`src/rtl/serial_rx_pkg.sv`:
```
package serial_rx_pkg;
  typedef enum logic [2:0] {
    RX_IDLE, RX_START, RX_DATA, RX_PAR, RX_STOP1, RX_STOP2
  } rx_state_e;

  localparam int unsigned FLAG_N   = 3;
  localparam int unsigned FLAG_RDY = 0;
  localparam int unsigned FLAG_FER = 1;
  localparam int unsigned FLAG_PER = 2;
endpackage

```
`src/rtl/rx_line_sync.sv`:
```
module rx_line_sync #(
  parameter int unsigned STAGES = 2
) (
  input  logic clk,
  input  logic rst_n,
  input  logic d_in,
  output logic d_out
);
  logic [STAGES-1:0] sync_q;
  logic [STAGES-1:0] sync_d;

  always_comb sync_d = {sync_q[STAGES-2:0], d_in};

  always_ff @(posedge clk or negedge rst_n) begin
    if (!rst_n) sync_q <= '1;
    else        sync_q <= sync_d;
  end

  assign d_out = sync_q[STAGES-1];
endmodule

```
`src/rtl/rx_frame_fsm.sv`:
```
module rx_frame_fsm
  import serial_rx_pkg::*;
#(
  parameter int unsigned OVS    = 16,
  parameter int unsigned DATA_W = 8
) (
  input  logic              clk,
  input  logic              rst_n,
  input  logic              tick,
  input  logic              line,
  input  logic              en,
  input  logic              blocked,
  input  logic              cfg_short,
  input  logic              cfg_par_en,
  input  logic              cfg_par_odd,
  input  logic              cfg_two_stop,
  output logic              done,
  output logic              fer,
  output logic              per,
  output logic              busy,
  output logic [DATA_W-1:0] data
);
  localparam int unsigned CW  = $clog2(OVS);
  localparam int unsigned BW  = $clog2(DATA_W + 1);
  localparam logic [CW-1:0] MID  = CW'(OVS / 2 - 1);
  localparam logic [CW-1:0] LAST = CW'(OVS - 1);

  rx_state_e          st_q, st_d;
  logic [CW-1:0]      cnt_q, cnt_d;
  logic [BW-1:0]      bidx_q, bidx_d;
  logic [DATA_W-1:0]  sh_q, sh_d;
  logic               pacc_q, pacc_d;
  logic               pbad_q, pbad_d;
  logic               hi_q, hi_d;
  logic               done_q, done_d;
  logic               fer_q, fer_d;
  logic               per_q, per_d;
  logic [BW-1:0]      nbits;

  always_comb nbits = cfg_short ? BW'(DATA_W - 1) : BW'(DATA_W);

  always_comb begin
    st_d   = st_q;
    cnt_d  = cnt_q;
    bidx_d = bidx_q;
    sh_d   = sh_q;
    pacc_d = pacc_q;
    pbad_d = pbad_q;
    hi_d   = hi_q;
    done_d = 1'b0;
    fer_d  = fer_q;
    per_d  = per_q;
    if (!en) begin
      st_d = RX_IDLE;
      hi_d = 1'b0;
    end else if (tick) begin
      case (st_q)
        RX_IDLE: begin
          if (line) hi_d = 1'b1;
          else if (hi_q && !blocked) begin
            st_d  = RX_START;
            cnt_d = '0;
            hi_d  = 1'b0;
          end
        end
        RX_START: begin
          if (cnt_q == MID) begin
            cnt_d = '0;
            if (!line) begin
              st_d   = RX_DATA;
              bidx_d = '0;
              pacc_d = 1'b0;
              pbad_d = 1'b0;
            end else begin
              st_d = RX_IDLE;
              hi_d = 1'b1;
            end
          end else begin
            cnt_d = cnt_q + 1'b1;
          end
        end
        RX_DATA: begin
          if (cnt_q == LAST) begin
            cnt_d  = '0;
            sh_d   = {line, sh_q[DATA_W-1:1]};
            pacc_d = pacc_q ^ line;
            if (bidx_q == nbits - BW'(1)) st_d = cfg_par_en ? RX_PAR : RX_STOP1;
            else                          bidx_d = bidx_q + 1'b1;
          end else begin
            cnt_d = cnt_q + 1'b1;
          end
        end
        RX_PAR: begin
          if (cnt_q == LAST) begin
            cnt_d  = '0;
            pbad_d = pacc_q ^ line ^ cfg_par_odd;
            st_d   = RX_STOP1;
          end else begin
            cnt_d = cnt_q + 1'b1;
          end
        end
        RX_STOP1: begin
          if (cnt_q == LAST) begin
            cnt_d  = '0;
            done_d = 1'b1;
            fer_d  = !line;
            per_d  = cfg_par_en & pbad_q;
            st_d   = cfg_two_stop ? RX_STOP2 : RX_IDLE;
          end else begin
            cnt_d = cnt_q + 1'b1;
          end
        end
        RX_STOP2: begin
          if (cnt_q == LAST) begin
            cnt_d = '0;
            st_d  = RX_IDLE;
          end else begin
            cnt_d = cnt_q + 1'b1;
          end
        end
        default: st_d = RX_IDLE;
      endcase
    end
  end

  always_ff @(posedge clk or negedge rst_n) begin
    if (!rst_n) begin
      st_q   <= RX_IDLE;
      cnt_q  <= '0;
      bidx_q <= '0;
      sh_q   <= '0;
      pacc_q <= 1'b0;
      pbad_q <= 1'b0;
      hi_q   <= 1'b0;
      done_q <= 1'b0;
      fer_q  <= 1'b0;
      per_q  <= 1'b0;
    end else begin
      st_q   <= st_d;
      cnt_q  <= cnt_d;
      bidx_q <= bidx_d;
      sh_q   <= sh_d;
      pacc_q <= pacc_d;
      pbad_q <= pbad_d;
      hi_q   <= hi_d;
      done_q <= done_d;
      fer_q  <= fer_d;
      per_q  <= per_d;
    end
  end

  assign done = done_q;
  assign fer  = fer_q;
  assign per  = per_q;
  assign busy = (st_q != RX_IDLE);
  assign data = cfg_short ? {1'b0, sh_q[DATA_W-1:1]} : sh_q;
endmodule

```
`src/rtl/rx_status_regs.sv`:
```
module rx_status_regs
  import serial_rx_pkg::*;
#(
  parameter int unsigned DATA_W = 8
) (
  input  logic              clk,
  input  logic              rst_n,
  input  logic              done,
  input  logic              fer_in,
  input  logic              per_in,
  input  logic [DATA_W-1:0] data_in,
  input  logic              rd_stat,
  input  logic              wr_stat,
  input  logic [FLAG_N-1:0] wbits,
  output logic [FLAG_N-1:0] flags,
  output logic [DATA_W-1:0] data
);
  logic [FLAG_N-1:0] flag_q, flag_d;
  logic [FLAG_N-1:0] mark_q, mark_d;
  logic [FLAG_N-1:0] set_ev;
  logic [DATA_W-1:0] data_q, data_d;

  always_comb begin
    set_ev           = '0;
    set_ev[FLAG_RDY] = done & ~fer_in & ~per_in;
    set_ev[FLAG_FER] = done & fer_in;
    set_ev[FLAG_PER] = done & per_in;
  end

  for (genvar i = 0; i < FLAG_N; i++) begin : g_flag
    logic clr;
    always_comb begin
      clr       = wr_stat & mark_q[i] & ~wbits[i];
      flag_d[i] = set_ev[i] | (flag_q[i] & ~clr);
      if (rd_stat)      mark_d[i] = flag_q[i];
      else if (wr_stat) mark_d[i] = 1'b0;
      else              mark_d[i] = mark_q[i];
    end
  end

  always_comb data_d = done ? data_in : data_q;

  always_ff @(posedge clk or negedge rst_n) begin
    if (!rst_n) begin
      flag_q <= '0;
      mark_q <= '0;
      data_q <= '0;
    end else begin
      flag_q <= flag_d;
      mark_q <= mark_d;
      data_q <= data_d;
    end
  end

  assign flags = flag_q;
  assign data  = data_q;
endmodule

```
`src/rtl/serial_rx_core.sv`:
```
module serial_rx_core
  import serial_rx_pkg::*;
#(
  parameter int unsigned OVS         = 16,
  parameter int unsigned DATA_W      = 8,
  parameter int unsigned SYNC_STAGES = 2
) (
  input  logic              clk,
  input  logic              rst_n,
  input  logic              os_tick,
  input  logic              rx_in,
  input  logic              rx_en,
  input  logic              cfg_short,
  input  logic              cfg_par_en,
  input  logic              cfg_par_odd,
  input  logic              cfg_two_stop,
  input  logic              bus_sel,
  input  logic              bus_wr,
  input  logic              bus_addr,
  input  logic [DATA_W-1:0] bus_wdata,
  output logic [DATA_W-1:0] bus_rdata
);
  logic [1:0]        rst_sync_q;
  logic              rst_int_n;
  logic              line_s;
  logic              rx_done, rx_fer, rx_per, rx_busy;
  logic [DATA_W-1:0] rx_data;
  logic [FLAG_N-1:0] flags;
  logic [DATA_W-1:0] reg_data;
  logic              rd_stat, wr_stat;
  logic              flag_rdy, flag_fer, flag_per;
  logic              unused_wbits;

  always_ff @(posedge clk or negedge rst_n) begin
    if (!rst_n) rst_sync_q <= 2'b00;
    else        rst_sync_q <= {rst_sync_q[0], 1'b1};
  end
  assign rst_int_n = rst_sync_q[1];

  always_comb begin
    rd_stat = bus_sel & ~bus_wr & ~bus_addr;
    wr_stat = bus_sel &  bus_wr & ~bus_addr;
  end

  assign flag_rdy     = flags[FLAG_RDY];
  assign flag_fer     = flags[FLAG_FER];
  assign flag_per     = flags[FLAG_PER];
  assign unused_wbits = ^bus_wdata[DATA_W-1:FLAG_N];

  rx_line_sync #(.STAGES(SYNC_STAGES)) u_sync (
    .clk(clk), .rst_n(rst_int_n), .d_in(rx_in), .d_out(line_s)
  );

  rx_frame_fsm #(.OVS(OVS), .DATA_W(DATA_W)) u_fsm (
    .clk(clk), .rst_n(rst_int_n), .tick(os_tick), .line(line_s),
    .en(rx_en), .blocked(flag_fer | flag_per),
    .cfg_short(cfg_short), .cfg_par_en(cfg_par_en),
    .cfg_par_odd(cfg_par_odd), .cfg_two_stop(cfg_two_stop),
    .done(rx_done), .fer(rx_fer), .per(rx_per), .busy(rx_busy),
    .data(rx_data)
  );

  rx_status_regs #(.DATA_W(DATA_W)) u_regs (
    .clk(clk), .rst_n(rst_int_n), .done(rx_done), .fer_in(rx_fer),
    .per_in(rx_per), .data_in(rx_data), .rd_stat(rd_stat),
    .wr_stat(wr_stat), .wbits(bus_wdata[FLAG_N-1:0]),
    .flags(flags), .data(reg_data)
  );

  always_comb begin
    if (bus_sel && !bus_wr)
      bus_rdata = bus_addr ? reg_data : {{(DATA_W-FLAG_N){1'b0}}, flags};
    else
      bus_rdata = '0;
  end
endmodule

```
`config.mk`:
```
export PLATFORM = sky130hd
export DESIGN_NAME = serial_rx_core
export DESIGN_NICKNAME = d
export VERILOG_FILES = /design/src/rtl/serial_rx_pkg.sv /design/src/rtl/rx_line_sync.sv /design/src/rtl/rx_frame_fsm.sv /design/src/rtl/rx_status_regs.sv /design/src/rtl/serial_rx_core.sv
export SDC_FILE = /design/constraint.sdc
export NUM_CORES = 1
export LEC_CHECK = 0
export CAP_MARGIN = 20
export CORE_AREA = 2 2 77 79
export CTS_CLUSTER_DIAMETER = 150
export DETAILED_ROUTE_END_ITERATION = 10
export DIE_AREA = 0 0 79 81
export MAX_ROUTING_LAYER = met4
export SYNTH_ARGS = -nofsm -noshare
export SYNTH_HDL_FRONTEND = slang
export SYNTH_HIERARCHICAL = 1
export SYNTH_SLANG_ARGS = --single-unit
```
`constraint.sdc`:
```
create_clock -name clk -period 1.85 [get_ports clk]
set_clock_uncertainty 0.1 [all_clocks]
set_input_delay 0.185 -clock clk [delete_from_list [all_inputs] [get_ports clk]]
set_output_delay 0.185 -clock clk [all_outputs]
set_load 0.01 [all_outputs]
```
# Word-level counts from Yosys, hierarchy flattened
# Index checks and enable logic that the tools add are counted.
# classes
muxes,49
add_sub_neg,3
n_shift,0
div_mod_pow,0
mul,0
reduce_logical,19
n_eq_ne,27
bitwise,34
magnitude_cmp,0
# op_table
cell,n
$mux 3,12
$mux 4,9
$mux 8,3
$ne 3x2->1 const B,7
$and 1x1->1,18
$mux 1,18
$pmux 3 s6,1
$pmux 4 s3,1
$reduce_and 6->1,2
$not 1->1,10
$reduce_and 5->1,2
$reduce_and 9->1,1
$add 4x1->4 const B,2
$ne 2x1->1 const B,4
$ne 2x2->1 const B,4
$pmux 4 s2,1
$reduce_and 4->1,2
$reduce_and 7->1,1
$eq 3x2->1 const B,2
$eq 3x3->1 const B,2
$ne 3x3->1 const B,2
$pmux 1 s2,3
$reduce_bool 2->1,3
$eq 4x3->1 const B,1
14 further kinds,21
# word_totals
n_memories,0
out_inout_bits,8
ff_bits,43
mem_bits_ro,0
latch_bits,0
mem_bits_rw,0
in_bits,20
wordCells,147

# Logic depth before layout (Yosys ltp)
# depth
ltp_word,8
ltp_mapped,6
ltp_nobuf,5

# Cells and area by module
# The synthesis kept the hierarchy.
# modules_own_cells
module,seq_area_each_um2,instances,cells_each,area_each_um2
rx_frame_fsm,625.6,1,149,1611.5
rx_status_regs,350.3,1,39,579.3
serial_rx_core,50.0,1,21,175.2
rx_line_sync,52.6,1,2,52.6

# Least setup slack after synthesis
# Ideal clock, no wire load.
# synth_timing
kind,register to register
from,"register u_regs.flag_q[2], in the netlist u_regs/flags[2]"
to,register u_fsm.st_q[2]
path_slack_ns,0.102
path_buffers,0
arrival_time_ns,1.528
path_stages_with_launch,6
required_ns,1.630
synth_period_minus_slack_ns,1.748
setup_ns,0.120
cell_sequence,dfrtp_1 -> or2_2 -> nor3b_4 -> a2bb2oi_1 -> nand3_1 -> o211a_1
# synth_via
elab_chain_len,5
# synth_lines
item,line_no,rtl
from (decl),rx_status_regs.sv:18,"logic [FLAG_N-1:0] flag_q, flag_d;"
from (signal assigned),rx_status_regs.sv:49,flag_q <= flag_d;
$or 1x1->1,serial_rx_core.sv:56,".en(rx_en), .blocked(flag_fer | flag_per),"
$logic_not 1->1,rx_frame_fsm.sv:60,else if (hi_q && !blocked) begin
$logic_and 1x1->1,rx_frame_fsm.sv:60,
$ne 3x2->1 (no line),-,
$reduce_and 9->1 (no line),-,
to (signal assigned),rx_frame_fsm.sv:139,st_q <= st_d;
to (decl),rx_frame_fsm.sv:28,"rx_state_e st_q, st_d;"
# No other way between the ends.
# A chain may end at the register's enable or synchronous reset.

# Worst setup path in the final report
# layout_timing
from,"register u_regs.flag_q[1], in the netlist u_regs/flags[1]"
to,register u_fsm.cnt_q[2]
# layout_via
elab_chain_len,5
# layout_lines
item,line_no,rtl
$or 1x1->1,serial_rx_core.sv:56,
$logic_not 1->1,rx_frame_fsm.sv:60,
$logic_and 1x1->1,rx_frame_fsm.sv:60,
$ne 2x1->1 (no line),-,
$reduce_and 5->1 (no line),-,
to (signal assigned),rx_frame_fsm.sv:140,cnt_q <= cnt_d;
to (decl),rx_frame_fsm.sv:29,"logic [CW-1:0] cnt_q, cnt_d;"
# No other way between the ends.

==> qor.log <==
qor: timing.hold_viol_final 0
qor: finish.insertedDiodeCount 0
qor: synthesis.syn-num-nets 233
qor: synthesis.number_of_flops_mapped_to_enable_cells_by_yosys 0
qor: critical_path.timing_worst_setup_path_type flop to flop
qor: die.die_w 79 um
qor: timing.timing.final.setup_violations 0
qor: critical_path.regToRegStartpoint u_regs/flags[1]
qor: critical_path.critical_path_endpoint_category flop
qor: timing.drv_slew 0
qor: global_route.grt_first_pass_wirelength 7.590 mm
qor: timing.unrepaired_setup_endpoints_after_global_routing no
qor: detailed_routing.drt.antenna.violating_nets 0
qor: clock_tree.clk_pin_slew_worst_paths 0.08 ns
qor: synthesis.synthArstFlopShare 100.0%
qor: global_route.globalRoute.totalOverflow 0
qor: critical_path.cpMaxStageDelayCell dfrtp_1
qor: synthesis.postSynthCellCount 211
qor: timing.maxSlewHeadroom 65.77%
qor: critical_path.critical_path.max_stage_delay 0.39 ns
qor: place.detailedPlace.worstSlack -0.03662 ns
qor: finish.design.final.nets 276
qor: finish.post_route_cells_drive_above_1_share 32.94%
qor: detailed_routing.vias_per_cell 5.139
qor: clock_tree.ctsRootBufferMaster clkbuf_8
qor: die.starting_density_of_the_core 42.61%
qor: die.die_h 81 um
qor: timing.transition_time_of_the_tightest_slew_check_pin 0.5134 ns
qor: finish.fillers 530
qor: detailed_routing.drtIter0Drc 82
qor: synthesis.synth.yosys.seq_area_share 44.59%
qor: hold_path.hold_path.class input pin to flop
qor: timing.post_route_clock_period_utilization 95.66%
qor: synthesis.synth_area_per_cell 11.46 um^2
qor: critical_path.critical_path.max_fanout 5
qor: place.gp_congestion 0.8770
qor: detailed_routing.post-route-drc-count 0
qor: hold_path.hold_start rx_in
qor: clock_tree.clock-sinks 43
qor: pwr.power.static_leakage 1.481 nW
qor: global_route.grt_start_max_net_pins 42
qor: synthesis.synth.ff_latch_count 43
qor: synthesis.syn_area 2419 um^2
qor: timing.max_freq 0.5651 GHz
qor: global_route.grt_antenna_before_repair 0
qor: place.io_buffers 22
qor: critical_path.cp-startpoint u_regs/flags[1]
qor: critical_path.worst-endpoint-required 1.94 ns
qor: die.floorplan.die_area 6399 um^2
qor: clock_tree.tritoncts built
qor: timing.final.min_clock_period 1.770 ns
qor: detailed_routing.postRouteWirelength 4.467 mm
qor: place.number_of_placed_cells_counting_well_taps 320
qor: place.dp.final_hpwl 3.191 mm
qor: die.floorplan.core_area 5675 um^2
qor: flow_run.max_cap_viol_count 0
qor: finish.area.growth.synth_to_final 24.42%
qor: clock_tree.longest_clk_path_bufs 2
qor: synthesis.synth_largest_type_area_fraction 42.42%
qor: synthesis.yosys_warnings 6
qor: critical_path.worstPathBufferInverterCount 1
qor: timing.hold_slack 0.1917 ns
qor: synthesis.synth_area_leader_cell dfrtp_1
qor: clock_tree.clkLatencyLatePin 0.29 ns
qor: critical_path.cp-start-kind flop
qor: synthesis.post_synth_main_area_contributors dfrtp_1, mux2_2, mux2_4
qor: die.ios 28
qor: clock_tree.cts_buffers 5
qor: global_route.total_routing_usage_reported_by_global_routing 15.58%
qor: pwr.ir_worst_vdd 0.4874 mV
qor: critical_path.crit_family simple AND/OR/NAND/NOR gates
qor: pwr.power_per_cell_area 809.3 nW/um^2
qor: detailed_routing.wl_per_cell 13.54 um
qor: timing.worst_slack 0.08034 ns
qor: critical_path.worst_ep_arrival_time 1.86 ns
qor: synthesis.post_synth_num_cell_types 55
qor: synthesis.top_flip_flop_cell_by_instance_count_after_synthesis dfrtp_1
qor: clock_tree.cts_htree_levels 2
qor: critical_path.critical_path_cell_by_cell or2_4 -> nor3b_4 -> buf_6 -> o2111ai_4 -> o21bai_1 -> a21o_1
qor: outcome.outcome completed
qor: finish.instances_no_fill 330
qor: detailed_routing.drt_pass1_iterations 4
qor: detailed_routing.dr_total_vias 1,696
qor: global_route.number_of_global_route_vias_before_repair 1,654
qor: die.num_rows 28
## synth_stat cells (3+ instances only)
master	instances
nand2_1	14
buf_6	8
a22o_2	4
nor4b_1	3
mux2_4	7
nand4_1	3
nor2_1	10
inv_1	6
dfrtp_1	41
a21oi_1	3
nand2b_1	7
nor2b_1	3
nand3b_1	6
mux2_2	18
nand3_1	6
xnor2_1	4
buf_4	3
mux2i_1	6
o21ai_0	8
and3_1	7
## through the flow
stage | cell area, um^2 | TNS [ns] | util [%] | total power [mW]
after detailed placement | 2791 | -0.1377 | 49.18 | 1.549
after CTS | 2947 | 0 | 51.92 | 2.428
final | 3009 | 0 | 53.02 | 2.435
after global placement | 2791 | -0.1119 | 49.18 | 1.542
after global routing | 3009 | 0 | 53.02 | 2.556
after floorplan | 2419 | 0 | - | 1.427
## registers in the layout (all words and copies together), names as in the netlist
| signal | count |
|---|---|
| u_fsm/sh_q | 8 |
| u_fsm/pacc_q | 1 |
| u_fsm/cnt_q | 4 |
| u_sync/sync_q | 2 |
| rst_sync_q | 2 |
| u_regs/mark_q | 3 |
| u_fsm/hi_q | 1 |
| u_fsm/fer | 1 |
| u_fsm/pbad_q | 1 |
| u_fsm/st_q | 3 |
| u_fsm/per | 1 |
| u_fsm/done | 1 |
| u_regs/data | 8 |
| u_regs/flags | 3 |
| u_fsm/bidx_q | 4 |
## layout make-up
class	instances	area, um^2	share of cell area, %
clock buffer	6	72.57	2.412
tap	75	93.84	3.118
sequential	43	1081	35.93
clock inverter	2	60.06	1.996
timing repair buffer	50	450.4	14.97
multi-input combinational	148	1229	40.83
inverter	6	22.52	0.7484
## what timing repair did
item | CTS | global route
endpoints found under the hold margin | 2 | 0
setup endpoints to repair | 9 | 17
hold buffers | 1 | 0
resized for setup | 3 | 16
pin swaps | 1 | 8
setup buffers | 0 | 2
## path summary, 6_finish.rpt
kind	endpoint	cells past startpoint	slack, ns
max reg2reg	u_fsm/cnt_q[2]	6	0.08
min in group asynchronous	u_regs/mark_q[0]	1	0.21
max	u_fsm/cnt_q[2]	6	0.08
min	u_sync/sync_q[0]	1	0.19
min reg2reg	u_regs/mark_q[0]	1	0.21
max in group asynchronous	rst_sync_q[1]	2	1.04
## layer usage
metal / wire length [um] / up-vias / track usage, %
met4: 59 / 0 / 5.345
li1: - / 845 / -
met2: 2092 / 25 / 26.44
met3: 168 / 6 / 2.778
met1: 2146 / 820 / 18.88
met5: 0 / - / -
## worst register-to-register path, stage by stage (launching register included)
cell and delay (ns):
dfrtp_1 0.39, or2_4 0.27, nor3b_4 0.27, buf_6 0.15, o2111ai_4 0.16, o21bai_1 0.19
a21o_1 0.15
## cell families after synthesis
family / synth area share (%)
AND/OR/NAND/NOR: 18.83
flip-flops: 44.59
AO/OA/AOI/OAI: 11.80
multiplexers: 15.21
buffers and inverters: 6.570
XOR/XNOR: 1.811
adder cells (fa/ha/maj): 1.034
other: 0.1551
## layout by cell type, fill, tap and decap left out, types with 2 or more instances in the layout
cell type | synthesis | layout
nor4b_2 | 0 | 2
mux2i_1 | 6 | 6
dfrtp_2 | 0 | 2
clkbuf_8 | 1 | 5
clkdlybuf4s50_1 | 0 | 15
o21ai_0 | 8 | 8
inv_1 | 6 | 6
nand3_1 | 6 | 6
dlymetal6s2s_1 | 0 | 6
a22o_2 | 4 | 4
nand2b_1 | 7 | 6
a21boi_0 | 2 | 2
nor3_1 | 2 | 2
and3_1 | 7 | 7
nand2_1 | 14 | 14
bufinv_16 | 0 | 2
mux2_2 | 18 | 18
nand4_1 | 3 | 3
nor3b_4 | 2 | 2
xnor2_1 | 4 | 4
a211oi_1 | 2 | 2
mux2_4 | 7 | 7
nor2b_1 | 3 | 3
nor2_1 | 10 | 10
nand3b_1 | 6 | 6
dfrtp_1 | 41 | 39
buf_4 | 3 | 26
a21oi_1 | 3 | 3
dfstp_2 | 2 | 2
## power by group
group          internal, mW  total [mW]  leakage [nW]  switching (mW)
Combinational         0.300       0.541         0.852           0.242
Clock                 0.539       0.853        0.0654           0.314
Sequential            0.983        1.04         0.564          0.0573
Note: power is estimated with default switching activity, not from simulation.
